### src/rtl/srate_pkg.sv
// Shared types and limit arithmetic for the sample-rate classifier.
// Assumes rates are listed fastest first; the code of entry i is 3 + i.
package srate_pkg;

    localparam int NUM_RATES = 5;

    typedef enum logic [2:0] {
        SR_NONE = 3'd0,
        SR_RSV1 = 3'd1,
        SR_RSV2 = 3'd2,
        SR_96K  = 3'd3,
        SR_88K2 = 3'd4,
        SR_48K  = 3'd5,
        SR_44K1 = 3'd6,
        SR_32K  = 3'd7
    } srate_code_e;

    // Nominal rate of entry idx in tenths of a hertz.
    function automatic logic [63:0] rate_dhz(input int idx);
        case (idx)
            0:       return 64'd960000;
            1:       return 64'd882000;
            2:       return 64'd480000;
            3:       return 64'd441000;
            default: return 64'd320000;
        endcase
    endfunction

    // Count limit for entry idx: lower limit rounded up, upper rounded down.
    function automatic logic [63:0] win_limit(input logic [63:0] ref_hz,
                                              input logic [63:0] frames,
                                              input logic [63:0] tol_pct,
                                              input int          idx,
                                              input bit          upper);
        logic [63:0] num;
        logic [63:0] den;
        num = ref_hz * frames * 64'd10 * (upper ? (64'd100 + tol_pct) : (64'd100 - tol_pct));
        den = rate_dhz(idx) * 64'd100;
        return upper ? (num / den) : ((num + den - 64'd1) / den);
    endfunction

    // Code reported for entry idx.
    function automatic srate_code_e code_of(input int idx);
        return srate_code_e'(3'(idx + 3));
    endfunction

endpackage

### src/rtl/srate_sync.sv
// Multi-stage synchronizer for a bundle of slow level signals.
// Assumes each bit holds its level for at least STAGES destination cycles.
module srate_sync #(
    parameter int W      = 2,
    parameter int STAGES = 2
) (
    input  logic         clk,
    input  logic         rst_n,
    input  logic [W-1:0] d,
    output logic [W-1:0] q
);
    logic [W-1:0] stg [STAGES];

    for (genvar s = 0; s < STAGES; s++) begin : g_stage
        if (s == 0) begin : g_first
            // Capture the asynchronous inputs.
            always_ff @(posedge clk) begin
                if (!rst_n) stg[0] <= '0;
                else        stg[0] <= d;
            end
        end else begin : g_next
            // Move the value one stage deeper.
            always_ff @(posedge clk) begin
                if (!rst_n) stg[s] <= '0;
                else        stg[s] <= stg[s-1];
            end
        end
    end

    assign q = stg[STAGES-1];
endmodule

### src/rtl/srate_cadence.sv
// Tracks the frame position inside a block and flags window boundaries.
// Assumes synchronized inputs; the block marker is valid whenever the frame edge is seen.
module srate_cadence #(
    parameter int WIN_FRAMES     = 64,
    parameter int WINS_PER_BLOCK = 3
) (
    input  logic clk,
    input  logic rst_n,
    input  logic frame_s,
    input  logic blk_s,
    output logic bound,
    output logic misalign
);
    localparam int FP_W = (WIN_FRAMES > 1) ? $clog2(WIN_FRAMES) : 1;
    localparam int WP_W = (WINS_PER_BLOCK > 1) ? $clog2(WINS_PER_BLOCK) : 1;
    localparam logic [FP_W-1:0] FP_LAST = FP_W'(WIN_FRAMES - 1);
    localparam logic [WP_W-1:0] WP_LAST = WP_W'(WINS_PER_BLOCK - 1);

    logic            frame_d;
    logic            evt;
    logic [FP_W-1:0] fpos;
    logic [WP_W-1:0] wpos;
    logic [FP_W-1:0] cur_f;
    logic [WP_W-1:0] cur_w;

    // Frame start detection and position of the arriving frame.
    always_comb begin
        evt   = frame_s & ~frame_d;
        cur_f = blk_s ? '0 : fpos;
        cur_w = blk_s ? '0 : wpos;
    end

    // Boundary and out-of-cadence marker flags.
    always_comb begin
        bound    = evt && (cur_f == '0);
        misalign = evt && blk_s && ((fpos != '0) || (wpos != '0));
    end

    // Advance the frame and window position on each frame start.
    always_ff @(posedge clk) begin
        if (!rst_n) begin
            frame_d <= 1'b0;
            fpos    <= '0;
            wpos    <= '0;
        end else begin
            frame_d <= frame_s;
            if (evt) begin
                if (cur_f == FP_LAST) begin
                    fpos <= '0;
                    wpos <= (cur_w == WP_LAST) ? '0 : cur_w + 1'b1;
                end else begin
                    fpos <= cur_f + 1'b1;
                    wpos <= cur_w;
                end
            end
        end
    end

    p_pos_range_r4: assert property (@(posedge clk) disable iff (!rst_n)
        (fpos <= FP_LAST) && (wpos <= WP_LAST));

    p_misalign_realign_r7: assert property (@(posedge clk) disable iff (!rst_n)
        misalign |=> (wpos == '0) && (fpos == FP_W'(1 % WIN_FRAMES)));
endmodule

### src/rtl/srate_window_counter.sv
// Counts reference cycles between window boundaries, saturating at all ones.
// Assumes restart is a one-cycle pulse on every boundary frame.
module srate_window_counter #(
    parameter int CNT_W = 15
) (
    input  logic             clk,
    input  logic             rst_n,
    input  logic             active,
    input  logic             restart,
    output logic [CNT_W-1:0] count,
    output logic             armed
);
    localparam logic [CNT_W-1:0] SAT = {CNT_W{1'b1}};

    // Clear when idle, reopen on a boundary, otherwise count up to saturation.
    always_ff @(posedge clk) begin
        if (!rst_n) begin
            count <= '0;
            armed <= 1'b0;
        end else if (!active) begin
            count <= '0;
            armed <= 1'b0;
        end else if (restart) begin
            count <= CNT_W'(1);
            armed <= 1'b1;
        end else if (armed && (count != SAT)) begin
            count <= count + 1'b1;
        end
    end

    p_cnt_saturates_r8: assert property (@(posedge clk) disable iff (!rst_n)
        (active && !restart && (count == SAT)) |=> (count == SAT));
endmodule

### src/rtl/srate_classify.sv
// Compares a window count against the tolerance range of every standard rate.
// Assumes ranges do not overlap for the chosen reference and window length.
module srate_classify
    import srate_pkg::*;
#(
    parameter int REF_HZ     = 6144000,
    parameter int WIN_FRAMES = 64,
    parameter int TOL_PCT    = 4,
    parameter int CNT_W      = 15
) (
    input  logic [CNT_W-1:0]     count,
    output logic [NUM_RATES-1:0] hit,
    output srate_code_e          code
);
    logic [63:0] cnt64;
    assign cnt64 = 64'(count);

    for (genvar g = 0; g < NUM_RATES; g++) begin : g_rate
        localparam logic [63:0] LO = win_limit(64'(REF_HZ), 64'(WIN_FRAMES), 64'(TOL_PCT), g, 1'b0);
        localparam logic [63:0] HI = win_limit(64'(REF_HZ), 64'(WIN_FRAMES), 64'(TOL_PCT), g, 1'b1);
        assign hit[g] = (cnt64 >= LO) && (cnt64 <= HI);
    end

    // Encode the matching range, or out of range when none matches.
    always_comb begin
        code = SR_NONE;
        for (int i = 0; i < NUM_RATES; i++) begin
            if (hit[i]) code = code_of(i);
        end
    end
endmodule

### src/rtl/srate_monitor.sv
// Top level: synchronizes the frame strobe and the block marker, times windows, and registers the code.
// Assumes clk_ref is the reference clock; meas_en and pll_lock are already in its domain.
module srate_monitor
    import srate_pkg::*;
#(
    parameter int REF_HZ         = 6144000,
    parameter int WIN_FRAMES     = 64,
    parameter int WINS_PER_BLOCK = 3,
    parameter int TOL_PCT        = 4,
    parameter int CNT_W          = 15,
    parameter int SYNC_STAGES    = 2
) (
    input  logic       clk_ref,
    input  logic       rst_n,
    input  logic       frame_in,
    input  logic       blk_in,
    input  logic       pll_lock,
    input  logic       meas_en,
    output logic [2:0] rate_code
);
    logic [1:0]           sync_q;
    logic                 bound;
    logic                 misalign;
    logic                 active;
    logic                 close_evt;
    logic                 armed;
    logic [CNT_W-1:0]     count;
    logic [NUM_RATES-1:0] hit;
    srate_code_e          cls_code;
    srate_code_e          code_q;

    srate_sync #(.W(2), .STAGES(SYNC_STAGES)) u_sync (
        .clk   (clk_ref),
        .rst_n (rst_n),
        .d     ({blk_in, frame_in}),
        .q     (sync_q)
    );

    srate_cadence #(.WIN_FRAMES(WIN_FRAMES), .WINS_PER_BLOCK(WINS_PER_BLOCK)) u_cad (
        .clk      (clk_ref),
        .rst_n    (rst_n),
        .frame_s  (sync_q[0]),
        .blk_s    (sync_q[1]),
        .bound    (bound),
        .misalign (misalign)
    );

    srate_window_counter #(.CNT_W(CNT_W)) u_cnt (
        .clk     (clk_ref),
        .rst_n   (rst_n),
        .active  (active),
        .restart (bound),
        .count   (count),
        .armed   (armed)
    );

    srate_classify #(.REF_HZ(REF_HZ), .WIN_FRAMES(WIN_FRAMES), .TOL_PCT(TOL_PCT), .CNT_W(CNT_W)) u_cls (
        .count (count),
        .hit   (hit),
        .code  (cls_code)
    );

    // Qualify measurement and decide when a full window closes.
    always_comb begin
        active    = meas_en & pll_lock;
        close_evt = active && bound && armed && !misalign;
    end

    // Register the code: cleared when idle, refreshed at each window close.
    always_ff @(posedge clk_ref) begin
        if (!rst_n)         code_q <= SR_NONE;
        else if (!active)   code_q <= SR_NONE;
        else if (close_evt) code_q <= cls_code;
    end

    assign rate_code = code_q;

    p_ranges_disjoint_r3: assert property (@(posedge clk_ref) disable iff (!rst_n)
        $onehot0(hit));

    p_no_reserved_r2: assert property (@(posedge clk_ref) disable iff (!rst_n)
        (rate_code != 3'd1) && (rate_code != 3'd2));

    p_idle_zero_r5: assert property (@(posedge clk_ref) disable iff (!rst_n)
        !active |=> (rate_code == 3'd0));

    p_update_cadence_r4: assert property (@(posedge clk_ref) disable iff (!rst_n)
        !$stable(rate_code) |-> $past(close_evt || !active));
endmodule

### config.mk
export PLATFORM = sky130hd
export DESIGN_NAME = srate_monitor
export DESIGN_NICKNAME = d
export VERILOG_FILES = /design/src/rtl/srate_pkg.sv /design/src/rtl/srate_sync.sv /design/src/rtl/srate_cadence.sv /design/src/rtl/srate_window_counter.sv /design/src/rtl/srate_classify.sv /design/src/rtl/srate_monitor.sv
export SDC_FILE = /design/constraint.sdc
export NUM_CORES = 1
export LEC_CHECK = 0
export ABC_AREA = 1
export BUFFER_PORTS_ARGS = -buffer_cell sky130_fd_sc_hd__buf_2
export CORE_ASPECT_RATIO = 0.7
export CORE_MARGIN = 2
export CORE_UTILIZATION = 40
export DETAILED_ROUTE_END_ITERATION = 10
export GPL_TIMING_DRIVEN = 0
export HOLD_SLACK_MARGIN = 0.05
export PLACE_DENSITY_LB_ADDON = 0.05
export SLEW_MARGIN = 20
export SYNTH_ARGS = -nofsm -noshare
export SYNTH_HDL_FRONTEND = slang
export SYNTH_SLANG_ARGS = --single-unit
### constraint.sdc
create_clock -name clk_ref -period 4.3 [get_ports clk_ref]
set_input_delay 0.215 -clock clk_ref [delete_from_list [all_inputs] [get_ports clk_ref]]
set_output_delay 0.215 -clock clk_ref [all_outputs]
set_load 0.005 [all_outputs]
==> Word-level counts from Yosys, hierarchy flattened <==
Memories as Yosys holds them, arrays and structs flattened.
Index checks and enable logic that the tools add are counted.
{ "classes": {"n_lt_le_gt_ge": 10, "reduce_logical": 20, "bitwise": 7, "eq_ne": 3, "n_addsub": 3, "n_mux": 16} }
{ "op_table": {"columns": ["cell", "count"], "rows": [
  ["$le A15 B14 Y1 const B", 3],
  ["$ge A15 B13 Y1 const B", 2],
  ["$ge A15 B14 Y1 const B", 2],
  ["$le A15 B13 Y1 const B", 2],
  ["$add A15 B1 Y15 const B", 1],
  ["$ge A15 B12 Y1 const B", 1],
  ["$ne A15 B15 Y1 const B", 1],
  ["$logic_and A1 B1 Y1", 12],
  ["$mux W2", 6],
  ["$mux W3", 4],
  ["$mux W6", 2],
  ["$add A6 B1 Y6 const B", 1],
  ["$eq A6 B6 Y1 const B", 1],
  ["$logic_not A6 Y1", 1],
  ["$reduce_bool A6 Y1", 1],
  ["$mux W1", 4],
  ["$reduce_bool A2 Y1", 2],
  ["$not A1 Y1", 3],
  ["$reduce_or A3 Y1", 1],
  ["$add A2 B1 Y2 const B", 1],
  ["$and A1 B1 Y1", 2],
  ["$eq A2 B2 Y1 const B", 1],
  ["$or A1 B1 Y1", 2],
  ["$reduce_and A2 Y1", 1],
  ["other kinds (2)", 2]
]} }
{ "word_totals": {"mem_bits_rw": 4, "out_inout_bits": 3, "memories": 1, "reg_bits": 28} }
{ "mem_list": {"columns": ["memory", "words", "word_bits", "read_ports", "rd_ports_with_merged_regs", "wr", "line_no", "source"], "rows": [
  ["u_sync.stg", 2, 2, 2, 0, 2, "srate_sync.sv:12", "logic [W-1:0] stg [STAGES];"]
]} }

==> Logic depth before layout (Yosys ltp) <==
Gate-level depths: netlist of the first run.
{ "logic_depth": {"depth_word": 7, "mapped_depth": 12, "mapped_depth_nobuf": 12} }

==> Modules after synthesis <==
From an unflattened synthesis of the first run, not the netlist that was laid out.
{ "unflattened": {"cells_unflattened": 428, "hier_area_um2": 2473.6} }
{ "modules_own_cells": {"columns": ["mod", "cells_each", "area_each_um2", "seq_area_each_um2", "instances"], "rows": [
  ["srate_window_counter", 130, 852.1, 320.3, 1],
  ["srate_classify", 167, 752.0, 0.0, 1],
  ["srate_cadence", 90, 591.8, 180.2, 1],
  ["srate_monitor", 29, 167.7, 60.1, 1],
  ["srate_sync", 12, 110.1, 80.1, 1]
]} }

==> Worst setup path before layout of the first run <==
OpenSTA, ideal clock, no wires.
{ "synth_path": {"kind": "reg-to-reg", "from": "register u_cnt.count[0]", "to": "register u_cnt.count[10]", "arrival_time_ns": 1.404, "setup_slack_ns": 2.775, "n_path_buf": 0, "required_ns": 4.178, "path_stages_with_launch": 8, "path_cell_list": "dfxtp_1 > ha_1 > nand2_2 > nor2_4 > nand2_4 > o21ai_4 > o21ai_0 > nor3b_2"} }
{ "synth_via": {"elab_chain_len": 2, "elab_cells_between_ends": 3, "classes_between": "add/sub: 1; eq/ne: 1; reduce/logical: 1"} }
{ "synth_lines": {"columns": ["item", "line_no", "source"], "rows": [
  ["from (decl)", "srate_window_counter.sv:10", "output logic [CNT_W-1:0] count,"],
  ["from (signal assigned)", "srate_window_counter.sv:27", "count <= count + 1'b1;"],
  ["parallel branches: the longest is 2 deep, another holds $add A15 B1 Y15", null, null]
]} }
Several ways; the timed one is not identified.
A chain may end at the register's enable or synchronous reset.

==> Worst setup path in the final report of the first run <==
{ "layout_path": {"from": "register u_cad.fpos[0]", "to": "register u_cnt.count[2]"} }
{ "layout_via": {"elab_chain_len": 4} }
{ "layout_lines": {"columns": ["item", "line_no", "source"], "rows": [
  ["from (decl)", "srate_cadence.sv:21", "logic [FP_W-1:0] fpos;"],
  ["from (signal assigned)", "srate_cadence.sv:52", "fpos <= cur_f + 1'b1;"],
  ["$mux W6", "srate_cadence.sv:29", "cur_f = blk_s ? '0 : fpos;"],
  ["$logic_not A6 Y1", "srate_cadence.sv:35", "bound = evt && (cur_f == '0);"],
  ["$logic_and A1 B1 Y1", "srate_cadence.sv:35", null],
  ["$reduce_or A3 Y1 (no line)", null, null]
]} }
No other way between the ends.

==> qor.txt, run 1 <==
outcome: finished, final reports clean
Critical Path End Type: register
Bufs and invs on worst path: 4
r2r setup slk: 2.49 ns
Area contributors post-synth: dfxtp_1 27%, nand2_1 18%, nor2_1 11%, inv_1 7.6%, nand3_1 6.2%
placed insts: 476
Post-Syn Area: 2330 µm²
Hold WC Path Type: in2reg
Tot GR Track Use: 0.217
filler cell count: 614
Via Count: 2,487
worst path cell trace: inv_1 > nor2_1 > inv_1 > ha_1 > inv_1 > nor2_1 > nand2_1 > nand2_2 > inv_1 > o21ai_0 > a21oi_1
Port-buffer cells: 7
pin count of the biggest net entering global routing: 11
Post-Synthesis Cells: 394
TritonCTS sink count: 32
Starting Density: 0.411
first-pass GRT wire length: 10,500 µm
CTS resizes: 0
reg2reg start: u_cad.fpos[0]$_SDFFE_PN0P_
synth unique cells: 27
core area: 5670 µm²
post-layout min period: 1.81 ns
Yosys top cell by area: dfxtp_1
total wire length: 6410 µm
dpl ws: 2.49 ns
Antenna Cells: 0
Peak VDD IR: 0.000143 V
Setup crit start kind: register
Root Driver: clkbuf_8
share of cells above drive strength 1: 0.0905
WS Path Type: reg2reg
Overflow after GRT: 0
Slew HR: 0.641
Die Wd: 95.2 µm
critical path's most frequent cell: inv_1
Die Ht: 67.9 µm
Core Util, Final: 0.453
Crit-path slowest cell: dfxtp_1
Min-Delay Startpoint: blk_in
H-tree levels: 2
total of max-cap violations: 0
drt wl/cell: 13.2 µm
Std-Cell Rows: 23
CP peak stage delay: 0.33 ns
Req. time, crit path: 4.52 ns
Yosys reg bits: 32
Reg-to-Reg End: u_cnt.count[2]$_SDFFE_PP0P_
hold path depth: 3
multi-input logic area: 1480 µm²
DP HPWL: 5090 µm
initial antenna violation count: 0
area share of the largest cell type after synthesis: 0.275
RSZ-0062 raised after global routing: false
DRC: 0
post-route insts no fill: 484
Max Freq: 553 MHz
actual transition at the worst max-transition pin: 0.537 ns
period utilization: 0.420
I/O pin cnt: 9
setup violators final: 0
Final Hold Slack: 0.104 ns
Pins Over Slew Limit: 0
Setup TNS Final: 0 ns
Iteration-0 DRC Markers: 208
DR pass1 iterations: 5
Mapped Avg Cell Area: 5.92 µm²
CTS tree: yes
Arr. time, crit path: 2.03 ns
drt via density: 5.14
Post-CTS Setup Inserts: 0
Clock Latency Late Sink: 0.29 ns
Reg clk slew, reported paths: 0.07 ns
hold bufs inserted after CTS: 0
sequential standard cell area: 641 µm²
Leak: 1.13 nW
Die Area: 6460 µm²
Clock Skew: 0.00956 ns
final setup margin: 2.49 ns
number of global-route vias before repair: 2,056
Pwr per Cell Area: 239 nW/µm²
reg2reg path depth: 11
register area share after synthesis: 0.275
Post-Syn Nets: 405
routability congestion estimate: 0.922
DRT antenna net count: 0
delay-heaviest family, CP: simple AND/OR/NAND/NOR gates
Fin. Hold Viols: 0
Min-Delay Endpoint: u_sync.stg[0][1]$_SDFF_PN0_
Clock Tree Buf Depth: 2
worst-path fanout max: 10
Synth warnings: 0
area grow syn2layout: 10.1%
nets@finish: 419
TritonCTS buffer count: 5
-- placed cells by master (no fill, tap or decap), drive strengths merged, types with 2 or more instances in the layout --
master	n
nand2	121
nor2	72
inv	47
dfxtp	32
nand3	30
a21oi	22
o21ai	21
nor3	17
buf	13
nand4	7
xor2	6
clkbuf	6
ha	5
clkinv	2
nor3b	2
-- logic make-up (layout without fill, tap and decap cells) --
kind of cell	Yosys count	count (layout)	synth area share
buffers and inverters	54	69	0.0918
AOI/OAI and AO/OA	48	48	0.113
xor gates and xnor gates	6	6	0.0225
DFF	32	32	0.275
and+or+nand+nor	249	249	0.471
adders and majority gates	5	5	0.0268
-- layout make-up --
cell class	instances	share of cell area
Multi-Input combinational cell	308	0.575
Buffer	6	0.0127
Clock inverter	2	0.0136
Sequential cell	32	0.250
Tap cell	75	0.0365
Clock buffer	6	0.0283
Inverter	48	0.0707
Timing Repair Buffer	7	0.0136
-- cell usage after synthesis --
cell,number
nand2_1,114
nor2_1,68
inv_1,47
dfxtp_1,32
nand3_1,29
a21oi_1,22
o21ai_0,20
nor3_1,16
nand4_1,7
xor2_1,6
buf_2,5
ha_1,5
nand2_2,5
nor2_4,3
nand2_4,2
nor3b_2,2
a211oi_1,1
a21boi_0,1
a31oi_1,1
buf_4,1
clkinv_2,1
nand3_2,1
nor2_2,1
nor3_4,1
o211ai_1,1
o21ai_4,1
o221ai_1,1
-- state kept, by name (all words and copies together) (netlist names) --
signal and count:
u_cnt.armed 1, u_sync.stg 4, u_cnt.count 15, rate_code 3
u_cad.fpos 6, u_cad.frame_d 1, u_cad.wpos 2
-- worst register-to-register path, stage by stage (launching register included) --
cell	delay [ns]
dfxtp_1	0.33
inv_1	0.07
nor2_1	0.14
inv_1	0.08
ha_1	0.19
inv_1	0.05
nor2_1	0.04
nand2_1	0.21
nand2_2	0.22
inv_1	0.21
o21ai_0	0.10
a21oi_1	0.11
-- power breakdown --
part,internal (mW),switching (mW)
sequential,0.300,0.00222
combinational,0.00768,0.0179
clock,0.172,0.115
-- stage by stage --
step           instance area (µm²)  power, mW
3_3_place_gp                  2460      0.334
2_1_floorplan                 2330      0.326
4_1_cts                       2570      0.621
6_report                      2570      0.614
3_5_place_dp                  2460      0.334
5_1_grt                       2570      0.640
-- per-layer routing --
metal  vias to the layer above  share of wire  GRT usage
met5                         -              0          0
met4                         0         0.0072     0.0525
met3                         7          0.092     0.0584
met2                       104           0.35      0.270
met1                      1087           0.55      0.352
li1                       1289              -          -
-- how the worst max path moves through the flow --
stage                                            from                            to  slack [ns]  depth (start not counted)
final                      u_cad.fpos[0]$_SDFFE_PN0P_   u_cnt.count[2]$_SDFFE_PP0P_        2.49                         11
after global routing      u_sync.stg[1][1]$_SDFF_PN0_     rate_code[1]$_SDFFE_PN0P_        2.32                         10
after CTS                  u_cad.fpos[0]$_SDFFE_PN0P_   u_cnt.count[2]$_SDFFE_PP0P_        2.46                         11
after detailed placement   u_cad.fpos[0]$_SDFFE_PN0P_   u_cnt.count[2]$_SDFFE_PP0P_        2.49                         11
after global placement    u_sync.stg[1][1]$_SDFF_PN0_   u_cnt.count[1]$_SDFFE_PP0P_        2.48                         10
after floorplan           u_cnt.count[0]$_SDFFE_PN0P_  u_cnt.count[10]$_SDFFE_PP0P_        2.77                          7
No activity file was read; power rests on OpenSTA's default activity.
==> inputs of run 2 (changes only) <==
--- a/config.mk
+++ b/config.mk
@@ -5,7 +5,7 @@
 export SDC_FILE = /design/constraint.sdc
 export NUM_CORES = 1
 export LEC_CHECK = 0
-export ABC_AREA = 1
+export ABC_AREA = 0
 export BUFFER_PORTS_ARGS = -buffer_cell sky130_fd_sc_hd__buf_2
 export CORE_ASPECT_RATIO = 0.7
 export CORE_MARGIN = 2
==> constraint.sdc (replaced) <==
create_clock -name clk_ref -period 1.8 [get_ports clk_ref]
set_input_delay 0.09 -clock clk_ref [delete_from_list [all_inputs] [get_ports clk_ref]]
set_output_delay 0.09 -clock clk_ref [all_outputs]
set_load 0.005 [all_outputs]
==> run 2 against run 1 <==
Via count shrank 22%. Synthesized cell count shrank 38%. Critical endpoint is now u_cnt.count[11]$_SDFFE_PP0P_. Largest cell class unchanged. Critical path depth shrank 5.
==> qor.txt, run 2 <==
outcome: finished, final reports clean
period utilization: 0.988
Slew HR: 0.681
Clock Latency Late Sink: 0.29 ns
drt via density: 5.71
post-layout min period: 1.78 ns
Synth warnings: 0
Iteration-0 DRC Markers: 204
max FFs per register: 15
share of cells above drive strength 1: 0.316
Fin. Hold Viols: 0
Clk network pwr share: 0.428
Antenna Cells: 0
DRT antenna net count: 0
Sequential Power Share: 0.526
Mapped Avg Cell Area: 7.97 µm²
placed insts: 309
Overflow after GRT: 0
total wire length: 5470 µm
delay-heaviest family, CP: simple AND/OR/NAND/NOR gates
Die Wd: 87.3 µm
DRC: 0
Gate power share: 0.046
reg2reg start: u_cnt.count[4]$_SDFFE_PP0P_
Reg-to-Reg End: u_cnt.count[11]$_SDFFE_PP0P_
Req. time, crit path: 1.97 ns
register area share after synthesis: 0.329
Root Driver: clkbuf_8
area share of the largest cell type after synthesis: 0.329
Post-Syn Nets: 255
nets@finish: 292
I/O pin cnt: 9
WS Path Type: reg2reg
area grow syn2layout: 30.8%
post-route insts no fill: 339
H-tree levels: 2
Post-Synthesis Cells: 244
ys flop type: dfxtp_1
most common cell after layout, fill and taps aside: dfxtp_1
DR pass1 iterations: 5
Via Count: 1,934
Critical Path End Type: register
commonest non-fill, non-tap cells in the layout: 24 x dfxtp_1, 23 x nor2_1, 22 x buf_4
worst path cell trace: nand3_1 > o41a_4 > and3b_4 > and4_4 > xnor2_2 > nor2_1
Leak: 0.962 nW
TritonCTS buffer count: 5
biggest regs: u_cnt.count x15, u_cad.fpos x6, u_sync.stg x4
Switching Power: 0.316 mW
Min-Delay Endpoint: u_cnt.count[0]$_SDFFE_PN0P_
RSZ-0062 raised after global routing: true
Yosys reg bits: 32
actual transition at the worst max-transition pin: 0.473 ns
reg2reg path depth: 6
Std-Cell Rows: 21
Int Power: 1.04 mW
routability congestion estimate: 0.924
Clock Tree Buf Depth: 2
Crit-path slowest cell: o41a_4
dpl ws: -0.271 ns
Max Freq: 562 MHz
Final Hold Slack: 0.110 ns
Setup TNS Final: 0 ns
CTS tree: yes
cell with the most instances after synthesis: dfxtp_1
asr flop ratio synth: 0
Tot Pwr: 1.36 mW
Starting Density: 0.411
Clock Skew: 0.00994 ns
CP peak stage delay: 0.51 ns
Hold WC Path Type: in2reg
number of synthesized flops with an enable pin: 0
Tot GR Track Use: 0.204
Setup crit start kind: register
Port-buffer cells: 8
DP HPWL: 3600 µm
Post-Syn Area: 1940 µm²
Peak VDD IR: 0.000321 V
TritonCTS sink count: 32
Min-Delay Startpoint: pll_lock
filler cell count: 460
worst-path fanout max: 5
most frequent cells after synthesis: 32 x dfxtp_1, 24 x nor2_1, 17 x nand2_1, 15 x o21ai_0, 12 x and3_1
Pins Over Slew Limit: 0
total of max-cap violations: 0
Die Area: 5440 µm²
Yosys top cell by area: dfxtp_1
Arr. time, crit path: 1.94 ns
drt wl/cell: 16.1 µm
Die Ht: 62.3 µm
initial antenna violation count: 0
first-pass GRT wire length: 8670 µm
Area contributors post-synth: dfxtp_1 33%, nor2_1 4.6%, and3_1 3.9%, o21ai_0 3.9%, nand2_1 3.3%
final setup margin: 0.0222 ns
Reg clk slew, reported paths: 0.07 ns
core area: 4730 µm²
Bufs and invs on worst path: 0
r2r setup slk: 0.02 ns
setup violators final: 0
largest reg by FF count: u_cnt.count
hold path depth: 3
switch share: 0.233
Pwr per Cell Area: 534 nW/µm²
synth unique cells: 51
pin count of the biggest net entering global routing: 11
number of global-route vias before repair: 1,716
run 2: tightest hold or removal path, cell delays in order:
cell and delay [ns]:
buf_2 0.11, nand3_1 0.10, a21oi_1 0.05
run 2: power by group through the flow:
stage | clock network [mW] | registers (mW) | logic, mW
CTS | 0.609 | 0.717 | 0.0578
floorplan | 0 | 0.733 | 0.0315
global placement | 0 | 0.735 | 0.0499
finish | 0.582 | 0.714 | 0.0624
detailed placement | 0 | 0.735 | 0.0495
global route | 0.630 | 0.715 | 0.0696
run 2: logic make-up (layout without fill, tap and decap cells):
kind of cell               Yosys count  in the layout  share of synthesized area
xor gates and xnor gates            13             13                     0.0586
buffers and inverters               23             61                     0.0566
and+or+nand+nor                    119            119                      0.342
DFF                                 32             32                      0.329
AOI/OAI and AO/OA                   52             52                      0.181
adders and majority gates            5              5                     0.0322
run 2: stage by stage:
step	util	instance area [µm²]
2_1_floorplan	-	1950
6_report	0.538	2540
3_5_place_dp	0.435	2060
3_3_place_gp	0.435	2060
5_1_grt	0.538	2540
4_1_cts	0.486	2300
run 2: metal layers:
| metal | global-route usage | part of all wire |
|---|---|---|
| met2 | 0.242 | 0.37 |
| met5 | 0 | 0 |
| met4 | 0.0731 | 0.019 |
| met3 | 0.0519 | 0.082 |
| met1 | 0.336 | 0.53 |
run 2: worst max path at each step:
stage	from	endpoint	slack [ns]	depth (start not counted)
after global placement	u_sync.stg[1][1]$_SDFF_PN0_	u_cad.wpos[1]$_SDFFE_PN0P_	-0.30	10
after detailed placement	u_sync.stg[1][1]$_SDFF_PN0_	u_cad.wpos[1]$_SDFFE_PN0P_	-0.27	10
after CTS	u_cnt.count[0]$_SDFFE_PN0P_	u_cnt.count[11]$_SDFFE_PP0P_	-0.02	7
after global routing	u_cnt.count[9]$_SDFFE_PP0P_	rate_code[2]$_SDFFE_PN0P_	-0.07	7
after floorplan	u_cnt.count[1]$_SDFFE_PP0P_	u_cnt.count[11]$_SDFFE_PP0P_	0.02	7
final	u_cnt.count[4]$_SDFFE_PP0P_	u_cnt.count[11]$_SDFFE_PP0P_	0.02	6
run 2: layout make-up:
type	count	area, µm²	area share
Clock inverter	2	10.0	0.00394
Clock buffer	6	82.6	0.0325
Sequential cell	32	661	0.260
Tap cell	57	71.3	0.0280
Timing Repair Buffer	30	214	0.0841
Multi-Input combinational cell	189	1350	0.530
Buffer	17	135	0.0531
Inverter	6	22.5	0.00885
run 2: repair_timing:
action                     CTS  global route
buffers inserted             8            12
gates resized for setup     21            54
hold endpoints to repair     2             0
pin swaps                    6             9
hold buffers                 2             0
setup endpoints to repair   20            17
